[config.mk]
export PLATFORM = sky130hd
export DESIGN_NAME = spim_ctrl
export DESIGN_NICKNAME = d
export VERILOG_FILES = /design/src/rtl/spim_pkg.sv /design/src/rtl/spim_regs.sv /design/src/rtl/spim_shift.sv /design/src/rtl/spim_csel.sv /design/src/rtl/spim_ctrl.sv
export SDC_FILE = /design/constraint.sdc
export NUM_CORES = 1
export LEC_CHECK = 0
export ABC_AREA = 1
export BUFFER_PORTS_ARGS = -buffer_cell sky130_fd_sc_hd__buf_2
export CORE_AREA = 2 2 111 113
export DETAILED_ROUTE_END_ITERATION = 8
export DIE_AREA = 0 0 113 115
export SLEW_MARGIN = 30
export SYNTH_ARGS = -nofsm -noshare
export SYNTH_HDL_FRONTEND = slang
export SYNTH_SLANG_ARGS = --single-unit
[constraint.sdc]
create_clock -name clk -period 4.58 [get_ports clk]
set_clock_uncertainty 0.15 [all_clocks]
set_input_delay 0.458 -clock clk [delete_from_list [all_inputs] [get_ports clk]]
set_output_delay 0.458 -clock clk [all_outputs]
set_load 0.01 [all_outputs]
[src/rtl/spim_pkg.sv]
`timescale 1ns/1ps
package spim_pkg;
  localparam int ADDR_W     = 5;
  localparam int WORD_LONG  = 16;
  localparam int WORD_SHORT = 8;
  localparam int CNT_W      = $clog2(WORD_LONG + 1);
  localparam int EDGE_W     = CNT_W + 1;
  localparam int POS_W      = $clog2(WORD_LONG);
  localparam int DLY_W      = 2;
  localparam int DLY_TAPS   = (1 << DLY_W) - 1;

  localparam logic [ADDR_W-1:0] OFS_CTRL  = 5'h00;
  localparam logic [ADDR_W-1:0] OFS_CFG   = 5'h04;
  localparam logic [ADDR_W-1:0] OFS_TX    = 5'h08;
  localparam logic [ADDR_W-1:0] OFS_RX    = 5'h0C;
  localparam logic [ADDR_W-1:0] OFS_CAUSE = 5'h10;
  localparam logic [ADDR_W-1:0] OFS_TIME  = 5'h18;

  localparam int CTRL_EN     = 0;
  localparam int CTRL_BUSY   = 1;
  localparam int CTRL_IDX_LO = 2;
  localparam int CFG_WIDE    = 5;
  localparam int CFG_CPOL    = 11;
  localparam int CFG_CPHA    = 12;
  localparam int CFG_TXLSB   = 13;
  localparam int CFG_RXLSB   = 14;
  localparam int TIME_SEL_LO = 6;
  localparam logic [15:0] CFG_MASK = 16'h78FF;
  localparam logic [DLY_W-1:0] SEL_RESET = 2'd1;

  typedef struct packed {
    logic rx_lsb;
    logic tx_lsb;
    logic cpha;
    logic cpol;
    logic wide;
  } spim_mode_t;

  // Number of bits in a word for the chosen size.
  function automatic logic [CNT_W-1:0] word_bits(input logic wide);
    return wide ? CNT_W'(WORD_LONG) : CNT_W'(WORD_SHORT);
  endfunction

  // Register bit that holds time slot pos, for the given order.
  function automatic logic [POS_W-1:0] bit_slot(input logic [POS_W-1:0] pos,
                                                input logic wide,
                                                input logic lsb_first);
    logic [POS_W-1:0] top_i;
    top_i = wide ? POS_W'(WORD_LONG - 1) : POS_W'(WORD_SHORT - 1);
    return lsb_first ? pos : top_i - pos;
  endfunction

  // k is the transition count after the edge (1-based).
  function automatic logic is_sample_edge(input logic [EDGE_W-1:0] k,
                                          input logic cpha);
    return k[0] ^ cpha;
  endfunction
endpackage

[src/rtl/spim_regs.sv]
`timescale 1ns/1ps
module spim_regs import spim_pkg::*; #(
  parameter int DW     = 16,
  parameter int IDX_W  = 3,
  parameter int WORD_W = WORD_LONG
) (
  input  logic              clk,
  input  logic              rst_n,
  input  logic              reg_we,
  input  logic [ADDR_W-1:0] reg_addr,
  input  logic [DW-1:0]     reg_wdata,
  output logic [DW-1:0]     reg_rdata,
  input  logic              busy,
  input  logic              done_evt,
  input  logic [WORD_W-1:0] rx_word,
  output logic              start_evt,
  output logic [WORD_W-1:0] tx_word,
  output spim_mode_t        mode,
  output logic [6:0]        clk_cfg,
  output logic              cs_en,
  output logic [IDX_W-1:0]  cs_idx,
  output logic [DLY_W-1:0]  samp_sel,
  output logic              cause
);
  logic [15:0]       cfg_q;
  logic [WORD_W-1:0] tx_q, rx_q;
  logic              en_q, cause_q;
  logic [IDX_W-1:0]  idx_q;
  logic [DLY_W-1:0]  sel_q;

  logic wr_ctrl, wr_cfg, wr_tx, wr_cause, wr_time;
  assign wr_ctrl  = reg_we && (reg_addr == OFS_CTRL);
  assign wr_cfg   = reg_we && (reg_addr == OFS_CFG);
  assign wr_tx    = reg_we && (reg_addr == OFS_TX);
  assign wr_cause = reg_we && (reg_addr == OFS_CAUSE);
  assign wr_time  = reg_we && (reg_addr == OFS_TIME);

  assign start_evt = wr_tx && !busy;

  always_ff @(posedge clk or negedge rst_n) begin
    if (!rst_n) begin
      cfg_q   <= '0;
      tx_q    <= '0;
      rx_q    <= '0;
      en_q    <= 1'b0;
      idx_q   <= '0;
      sel_q   <= SEL_RESET;
      cause_q <= 1'b0;
    end else begin
      if (wr_ctrl) begin
        en_q  <= reg_wdata[CTRL_EN];
        idx_q <= reg_wdata[CTRL_IDX_LO +: IDX_W];
      end
      if (wr_cfg)  cfg_q <= reg_wdata[15:0] & CFG_MASK;
      if (wr_time) sel_q <= reg_wdata[TIME_SEL_LO +: DLY_W];
      if (start_evt) begin
        if (cfg_q[CFG_WIDE]) tx_q <= reg_wdata[WORD_W-1:0];
        else                 tx_q <= {{(WORD_W-WORD_SHORT){1'b0}}, reg_wdata[WORD_SHORT-1:0]};
      end
      if (done_evt) begin
        rx_q    <= rx_word;
        cause_q <= 1'b1;
      end else if (wr_cause && !reg_wdata[0]) begin
        cause_q <= 1'b0;
      end
    end
  end

  always_comb begin
    reg_rdata = '0;
    case (reg_addr)
      OFS_CTRL: begin
        reg_rdata[CTRL_EN]               = en_q;
        reg_rdata[CTRL_BUSY]             = busy;
        reg_rdata[CTRL_IDX_LO +: IDX_W]  = idx_q;
      end
      OFS_CFG:   reg_rdata[15:0]                    = cfg_q;
      OFS_RX:    reg_rdata[WORD_W-1:0]              = rx_q;
      OFS_CAUSE: reg_rdata[0]                       = cause_q;
      OFS_TIME:  reg_rdata[TIME_SEL_LO +: DLY_W]    = sel_q;
      default:   reg_rdata = '0;
    endcase
  end

  assign tx_word     = tx_q;
  assign mode.wide   = cfg_q[CFG_WIDE];
  assign mode.cpol   = cfg_q[CFG_CPOL];
  assign mode.cpha   = cfg_q[CFG_CPHA];
  assign mode.tx_lsb = cfg_q[CFG_TXLSB];
  assign mode.rx_lsb = cfg_q[CFG_RXLSB];
  assign clk_cfg     = {cfg_q[7:6], cfg_q[4:0]};
  assign cs_en       = en_q;
  assign cs_idx      = idx_q;
  assign samp_sel    = sel_q;
  assign cause       = cause_q;
endmodule

[src/rtl/spim_shift.sv]
`timescale 1ns/1ps
module spim_shift import spim_pkg::*; (
  input  logic                 clk,
  input  logic                 rst_n,
  input  logic                 start_evt,
  input  logic [WORD_LONG-1:0] tx_word,
  input  spim_mode_t           mode,
  input  logic [DLY_W-1:0]     samp_sel,
  input  logic                 tick,
  input  logic                 miso,
  output logic                 busy,
  output logic                 done_evt,
  output logic                 sample_evt,
  output logic                 capture_evt,
  output logic                 phase_odd,
  output logic                 mosi,
  output logic [WORD_LONG-1:0] rx_word
);
  logic                 busy_q, wide_q, cpha_q, txl_q, rxl_q;
  logic [DLY_W-1:0]     sel_q;
  logic [EDGE_W-1:0]    edge_q;
  logic [CNT_W-1:0]     cap_q;
  logic [DLY_TAPS-1:0]  dly_q;
  logic [WORD_LONG-1:0] acc_q;

  logic [CNT_W-1:0]  nbits;
  logic [EDGE_W-1:0] last_edge, edge_nxt, pos6, nb6;
  logic [POS_W-1:0]  pos_c, nb_m1;
  logic              tick_ok;

  assign nbits     = word_bits(wide_q);
  assign last_edge = {nbits, 1'b0};
  assign nb6       = {1'b0, nbits};
  assign nb_m1     = wide_q ? POS_W'(WORD_LONG - 1) : POS_W'(WORD_SHORT - 1);
  assign edge_nxt  = edge_q + 1'b1;
  assign tick_ok   = busy_q && tick && (edge_q != last_edge);

  assign sample_evt = tick_ok && is_sample_edge(edge_nxt, cpha_q);
  assign done_evt   = busy_q && (edge_q == last_edge) && (cap_q == nbits);

  // Capture strobe: sampling edge delayed by sel_q core cycles.
  always_comb begin
    capture_evt = sample_evt;
    for (int t = 1; t <= DLY_TAPS; t++)
      if (sel_q == DLY_W'(t)) capture_evt = dly_q[t-1];
  end

  // Transmit time slot currently on the wire.
  assign pos6  = (cpha_q && edge_q != '0) ? (edge_q - 1'b1) >> 1 : edge_q >> 1;
  assign pos_c = (pos6 >= nb6) ? nb_m1 : pos6[POS_W-1:0];
  assign mosi  = busy_q ? tx_word[bit_slot(pos_c, wide_q, txl_q)] : 1'b0;

  generate
    if (DLY_TAPS > 1) begin : g_chain
      always_ff @(posedge clk or negedge rst_n) begin
        if (!rst_n)         dly_q <= '0;
        else if (start_evt) dly_q <= '0;
        else                dly_q <= {dly_q[DLY_TAPS-2:0], sample_evt};
      end
    end else begin : g_single
      always_ff @(posedge clk or negedge rst_n) begin
        if (!rst_n)         dly_q <= '0;
        else if (start_evt) dly_q <= '0;
        else                dly_q <= sample_evt;
      end
    end
  endgenerate

  always_ff @(posedge clk or negedge rst_n) begin
    if (!rst_n) begin
      busy_q <= 1'b0;
      wide_q <= 1'b0;
      cpha_q <= 1'b0;
      txl_q  <= 1'b0;
      rxl_q  <= 1'b0;
      sel_q  <= SEL_RESET;
      edge_q <= '0;
      cap_q  <= '0;
      acc_q  <= '0;
    end else if (start_evt) begin
      busy_q <= 1'b1;
      wide_q <= mode.wide;
      cpha_q <= mode.cpha;
      txl_q  <= mode.tx_lsb;
      rxl_q  <= mode.rx_lsb;
      sel_q  <= samp_sel;
      edge_q <= '0;
      cap_q  <= '0;
      acc_q  <= '0;
    end else if (done_evt) begin
      busy_q <= 1'b0;
      edge_q <= '0;
    end else begin
      if (tick_ok) edge_q <= edge_nxt;
      if (capture_evt && busy_q && cap_q != nbits) begin
        acc_q[bit_slot(cap_q[POS_W-1:0], wide_q, rxl_q)] <= miso;
        cap_q <= cap_q + 1'b1;
      end
    end
  end

  assign busy      = busy_q;
  assign phase_odd = edge_q[0];
  assign rx_word   = acc_q;
endmodule

[src/rtl/spim_csel.sv]
`timescale 1ns/1ps
module spim_csel #(
  parameter int NUM_CS = 8,
  parameter int IDX_W  = $clog2(NUM_CS)
) (
  input  logic             cs_en,
  input  logic [IDX_W-1:0] cs_idx,
  output logic [NUM_CS-1:0] cs_n
);
  generate
    for (genvar i = 0; i < NUM_CS; i++) begin : g_line
      localparam logic [IDX_W-1:0] MY_IDX = IDX_W'(i);
      assign cs_n[i] = !(cs_en && (cs_idx == MY_IDX));
    end
  endgenerate
endmodule

[src/rtl/spim_ctrl.sv]
`timescale 1ns/1ps
module spim_ctrl import spim_pkg::*; #(
  parameter int DW     = 16,
  parameter int NUM_CS = 8
) (
  input  logic              clk,
  input  logic              rst_n,
  input  logic              reg_we,
  input  logic [ADDR_W-1:0] reg_addr,
  input  logic [DW-1:0]     reg_wdata,
  output logic [DW-1:0]     reg_rdata,
  input  logic              sck_tick,
  output logic              spi_sck,
  output logic              spi_mosi,
  input  logic              spi_miso,
  output logic [NUM_CS-1:0] spi_cs_n,
  output logic [6:0]        clk_cfg
);
  localparam int IDX_W = $clog2(NUM_CS);

  spim_mode_t           mode;
  logic [WORD_LONG-1:0] tx_word, rx_word;
  logic                 busy, done_evt, start_evt, sample_evt, capture_evt;
  logic                 phase_odd, cs_en, cause, cpol;
  logic [IDX_W-1:0]     cs_idx;
  logic [DLY_W-1:0]     samp_sel;

  spim_regs #(.DW(DW), .IDX_W(IDX_W), .WORD_W(WORD_LONG)) u_regs (
    .clk(clk), .rst_n(rst_n), .reg_we(reg_we), .reg_addr(reg_addr),
    .reg_wdata(reg_wdata), .reg_rdata(reg_rdata), .busy(busy),
    .done_evt(done_evt), .rx_word(rx_word), .start_evt(start_evt),
    .tx_word(tx_word), .mode(mode), .clk_cfg(clk_cfg), .cs_en(cs_en),
    .cs_idx(cs_idx), .samp_sel(samp_sel), .cause(cause)
  );

  spim_shift u_shift (
    .clk(clk), .rst_n(rst_n), .start_evt(start_evt), .tx_word(tx_word),
    .mode(mode), .samp_sel(samp_sel), .tick(sck_tick), .miso(spi_miso),
    .busy(busy), .done_evt(done_evt), .sample_evt(sample_evt),
    .capture_evt(capture_evt), .phase_odd(phase_odd), .mosi(spi_mosi),
    .rx_word(rx_word)
  );

  spim_csel #(.NUM_CS(NUM_CS), .IDX_W(IDX_W)) u_csel (
    .cs_en(cs_en), .cs_idx(cs_idx), .cs_n(spi_cs_n)
  );

  assign cpol    = mode.cpol;
  assign spi_sck = cpol ^ phase_odd;
endmodule

==> summary.md <==
| Metric | Value |
|---|---|
| Number of synthesized flops with an enable pin | `0` |
| Setup TNS | `0 ns` |
| Synth Flop Type | `dfrtp_1` |
| Clock slew at reported path FFs | `0.06 ns` |
| Routed WL | `11500 um` |
| Post-synthesis sequential area ratio | `between 40% and 50%` |
| Die height | `115 um` |
| CP startpoint | `u_shift.edge_q[0]` |
| H-tree levels | `3` |
| Slew margin rel. | `44.9%` |
| HP Class | `in2reg` |
| Pin count of the biggest net entering global routing | `65` |
| Routability Congestion | `between 0.9 and 1` |
| FF+latch count, synth | `88` |
| Area delta synth->final | `15.1%` |
| Critical Path RT | `3.97 ns` |
| Die width | `113 um` |
| Peak VDD IR | `0.350 mV` |
| First-pass GRT wire length | `18800 um` |
| Mapped Avg Cell Area | `7.68 um2` |
| Reg2reg end | `u_shift.edge_q[3]` |
| Outcome | `complete, but fails checks` |
| Area fraction of the dominant cell type after synthesis | `46.6%` |
| Failing checks | `DRC` |
| Tmin final | `roughly 3.8 ns` |
| Hold WS | `0.205 ns` |
| Final Cycle Share | `a little over 80%` |
| DRT iter0 DRCs | `159` |
| Worst Max-Slew Pin Slew | `0.823 ns` |
| Most common cell in the netlist | `nand2_1` |
| Top cells by count, synth | `nand2_1, dfrtp_1, inv_1` |
| Die area | `0.0130 mm2` |
| Synth area leaders | `dfrtp_1, nand2_1, o21ai_0` |
| # setup viols final | `0` |
| Largest area contributor in the netlist | `dfrtp_1` |
| DR DRC count | `3` |
| Crit path cell chain | `inv_2, ha_1, nand3_2, nand3_1, nor2_1, xor2_1, ha_1, a21oi_2, nand3_2, xor2_2, nand2_1, o21ai_1, nor2_1, nor2_1, nor2_1, buf_2` |
| PortBufs | `58` |
| Max incr delay on CP | `0.39 ns` |
| Clk buf depth | `2` |
| Drt pass-1 iters | `6` |
| Worst setup EP type | `primary output` |
| Fillers | `roughly 1200` |
| Count of final hold-check violations | `0` |
| Ys Warns | `0` |
| Crit path launch type | `flip-flop` |
| Routed len/inst | `14.3 um` |
| Core Rows | `40` |
| Post-DP HPWL | `approximately 8400 um` |
| Critical path peak fanout | `7` |
| Congestion Overflow GR | `0` |
| Crit path capture | `spi_mosi` |
| CTS root buf | `clkbuf_16` |
| Vias | `3976` |
| Flop2flop setup slack | `1.88 ns` |
| Worst flop-to-flop path startpoint | `u_shift.wide_q` |
| CTS Buf Count | `9` |
| Worst path slowest cell | `dfrtp_1` |
| Layout cells sized above 1 | `roughly 15%` |
| Worst reg2reg path depth | `11` |
| Clock sink count | `88` |
| Number of distinct library cells after synthesis | `37` |
| Final nets | `about 700` |
| Crit path DAT | `around 3.2 ns` |
| Leakage power | `2.68 nW` |
| Antenna violations before repair | `0` |
| Max-slew violations | `0` |
| Power Dens Cells | `488 mW/mm2` |
| Total GRT Usage | `18.6%` |
| Cell Area, Synth | `0.00462 mm2` |
| Antenna Diode Count | `0` |
| WS Path Type | `reg2out` |
| Cts repair resizes | `0` |
| IO Pins | `about 60` |
| Vias in the first global route | `around 3800` |
| TritonCTS clock tree | `yes` |
| Core box area | `0.0118 mm2` |
| DRT antenna net count | `0` |
| Max cap viols | `0` |
| Achievable Freq | `265 MHz` |
| Later-pin clock latency in the skew report | `0.35 ns` |
| Cells after Synth | `~600` |
| Post-Syn Nets | `635` |
| Post-DR vias/cell | `4.92` |
| Synth async-reset ratio | `100%` |
| Unrepaired setup endpoints after global routing | `false` |
| Most used cell, CP | `nor2_1` |
| Starting density of the core | `between 30% and 40%` |
## state kept, by name, summed over array words and instances, names as in the netlist
signal,flops
u_shift.rxl_q,1
u_regs.cs_en,1
u_regs.tx_word,16
u_shift.edge_q,6
u_shift.cpha_q,1
u_shift.dly_q,3
u_shift.wide_q,1
u_regs.samp_sel,2
u_shift.busy,1
u_shift.sel_q,2
u_regs.cfg_q,12
u_shift.cap_q,5
u_regs.cs_idx,3
u_shift.txl_q,1
u_regs.cause,1
u_shift.rx_word,16
u_regs.rx_q,16
## worst max-delay path, delay by kind of cell (launching register included)
kind / cells / cell delay [ns]
buffers and inverters: 2 / 0.22
AO/OA/AOI/OAI: 2 / 0.48
XOR/XNOR: 2 / 0.42
AND/OR/NAND/NOR: 8 / 0.82
flip-flops: 1 / 0.39
adder cells (fa/ha/maj): 2 / 0.49
## power by group
part | leakage [nW] | internal (mW) | switching [mW] | total, mW
clock | 0.128 | 0.380 | 0.306 | 0.686
combinational | 1.44 | 0.297 | 0.515 | 0.811
sequential | 1.11 | 0.954 | 0.146 | 1.10
## per-layer routing
layer	vias to the layer above	GRT usage (%)	routed length (um)
li1	2037	-	-
met3	8	5.22	438
met5	-	0	0
met1	1870	24.4	5410
met2	61	30.9	5550
met4	0	3.98	113
## what timing repair did
| item | CTS | global route |
|---|---|---|
| buffers inserted | 0 | 0 |
| hold endpoints to repair | 24 | 0 |
| hold buffers | 1 | 0 |
## placed cells by master (no fill, tap or decap), types with 3 or more instances in the layout
cell type     n
xor2_1        9
inv_1        66
buf_2        57
nor2_2        3
clkinvlp_4    3
nand4_1      14
a21oi_1      28
nand2_1     183
nand2_2       3
nand3_1      35
dfrtp_1      86
o21ai_1       9
buf_4         3
o22ai_1       3
nor2_1       55
inv_2         5
nand3_2       3
clkbuf_16     9
ha_1          7
o21ai_0      50
## how the worst min path moves through the flow
stage	from	depth (start not counted)	slack, ns	end
after CTS	reg_wdata[15]	3	0.19	u_regs.tx_word[15]
after detailed placement	rst_n	1	0.24	u_shift.rx_word[0]
final	reg_wdata[15]	3	0.20	u_regs.tx_word[15]
after global placement	rst_n	1	0.23	u_shift.rx_word[4]
after floorplan	rst_n	0	0.01	u_regs.cause
after global routing	reg_wdata[15]	3	0.20	u_regs.tx_word[15]
## area by class of cell
class | count | area [um2] | share of cell area, %
clock buffer | 11 | 243 | 4.56
clock inverter | 5 | 32.5 | 0.612
inverter | 72 | 270 | 5.08
multi-input combinational | 424 | 2070 | 38.8
sequential | 88 | 2200 | 41.5
tap | 147 | 184 | 3.46
timing repair buffer | 61 | 318 | 5.98
## stage by stage
stage | setup WS, ns | util (%) | total power, mW | area [um2] | instances
floorplan | 1.51 | - | 1.71 | 4620 | 602
finish | 0.811 | 45.0 | 2.60 | 5320 | 808
global route | 0.454 | 45.0 | 2.81 | 5320 | 808
global placement | 1.27 | 42.6 | 1.91 | 5030 | 791
detailed placement | 1.17 | 42.6 | 1.93 | 5030 | 791
CTS | 0.794 | 45.0 | 2.62 | 5320 | 808
## cells by family (layout without fill, tap and decap cells)
logic type | Yosys count | in the layout | synth area share (%)
xor gates and xnor gates | 10 | 10 | 2.06
AOI/OAI and AO/OA | 99 | 99 | 11.8
and+or+nand+nor | 308 | 308 | 28.9
DFF | 88 | 88 | 47.7
adders and majority gates | 7 | 7 | 1.90
buffers and inverters | 90 | 149 | 7.64
No activity file was read; power rests on OpenSTA's default activity.
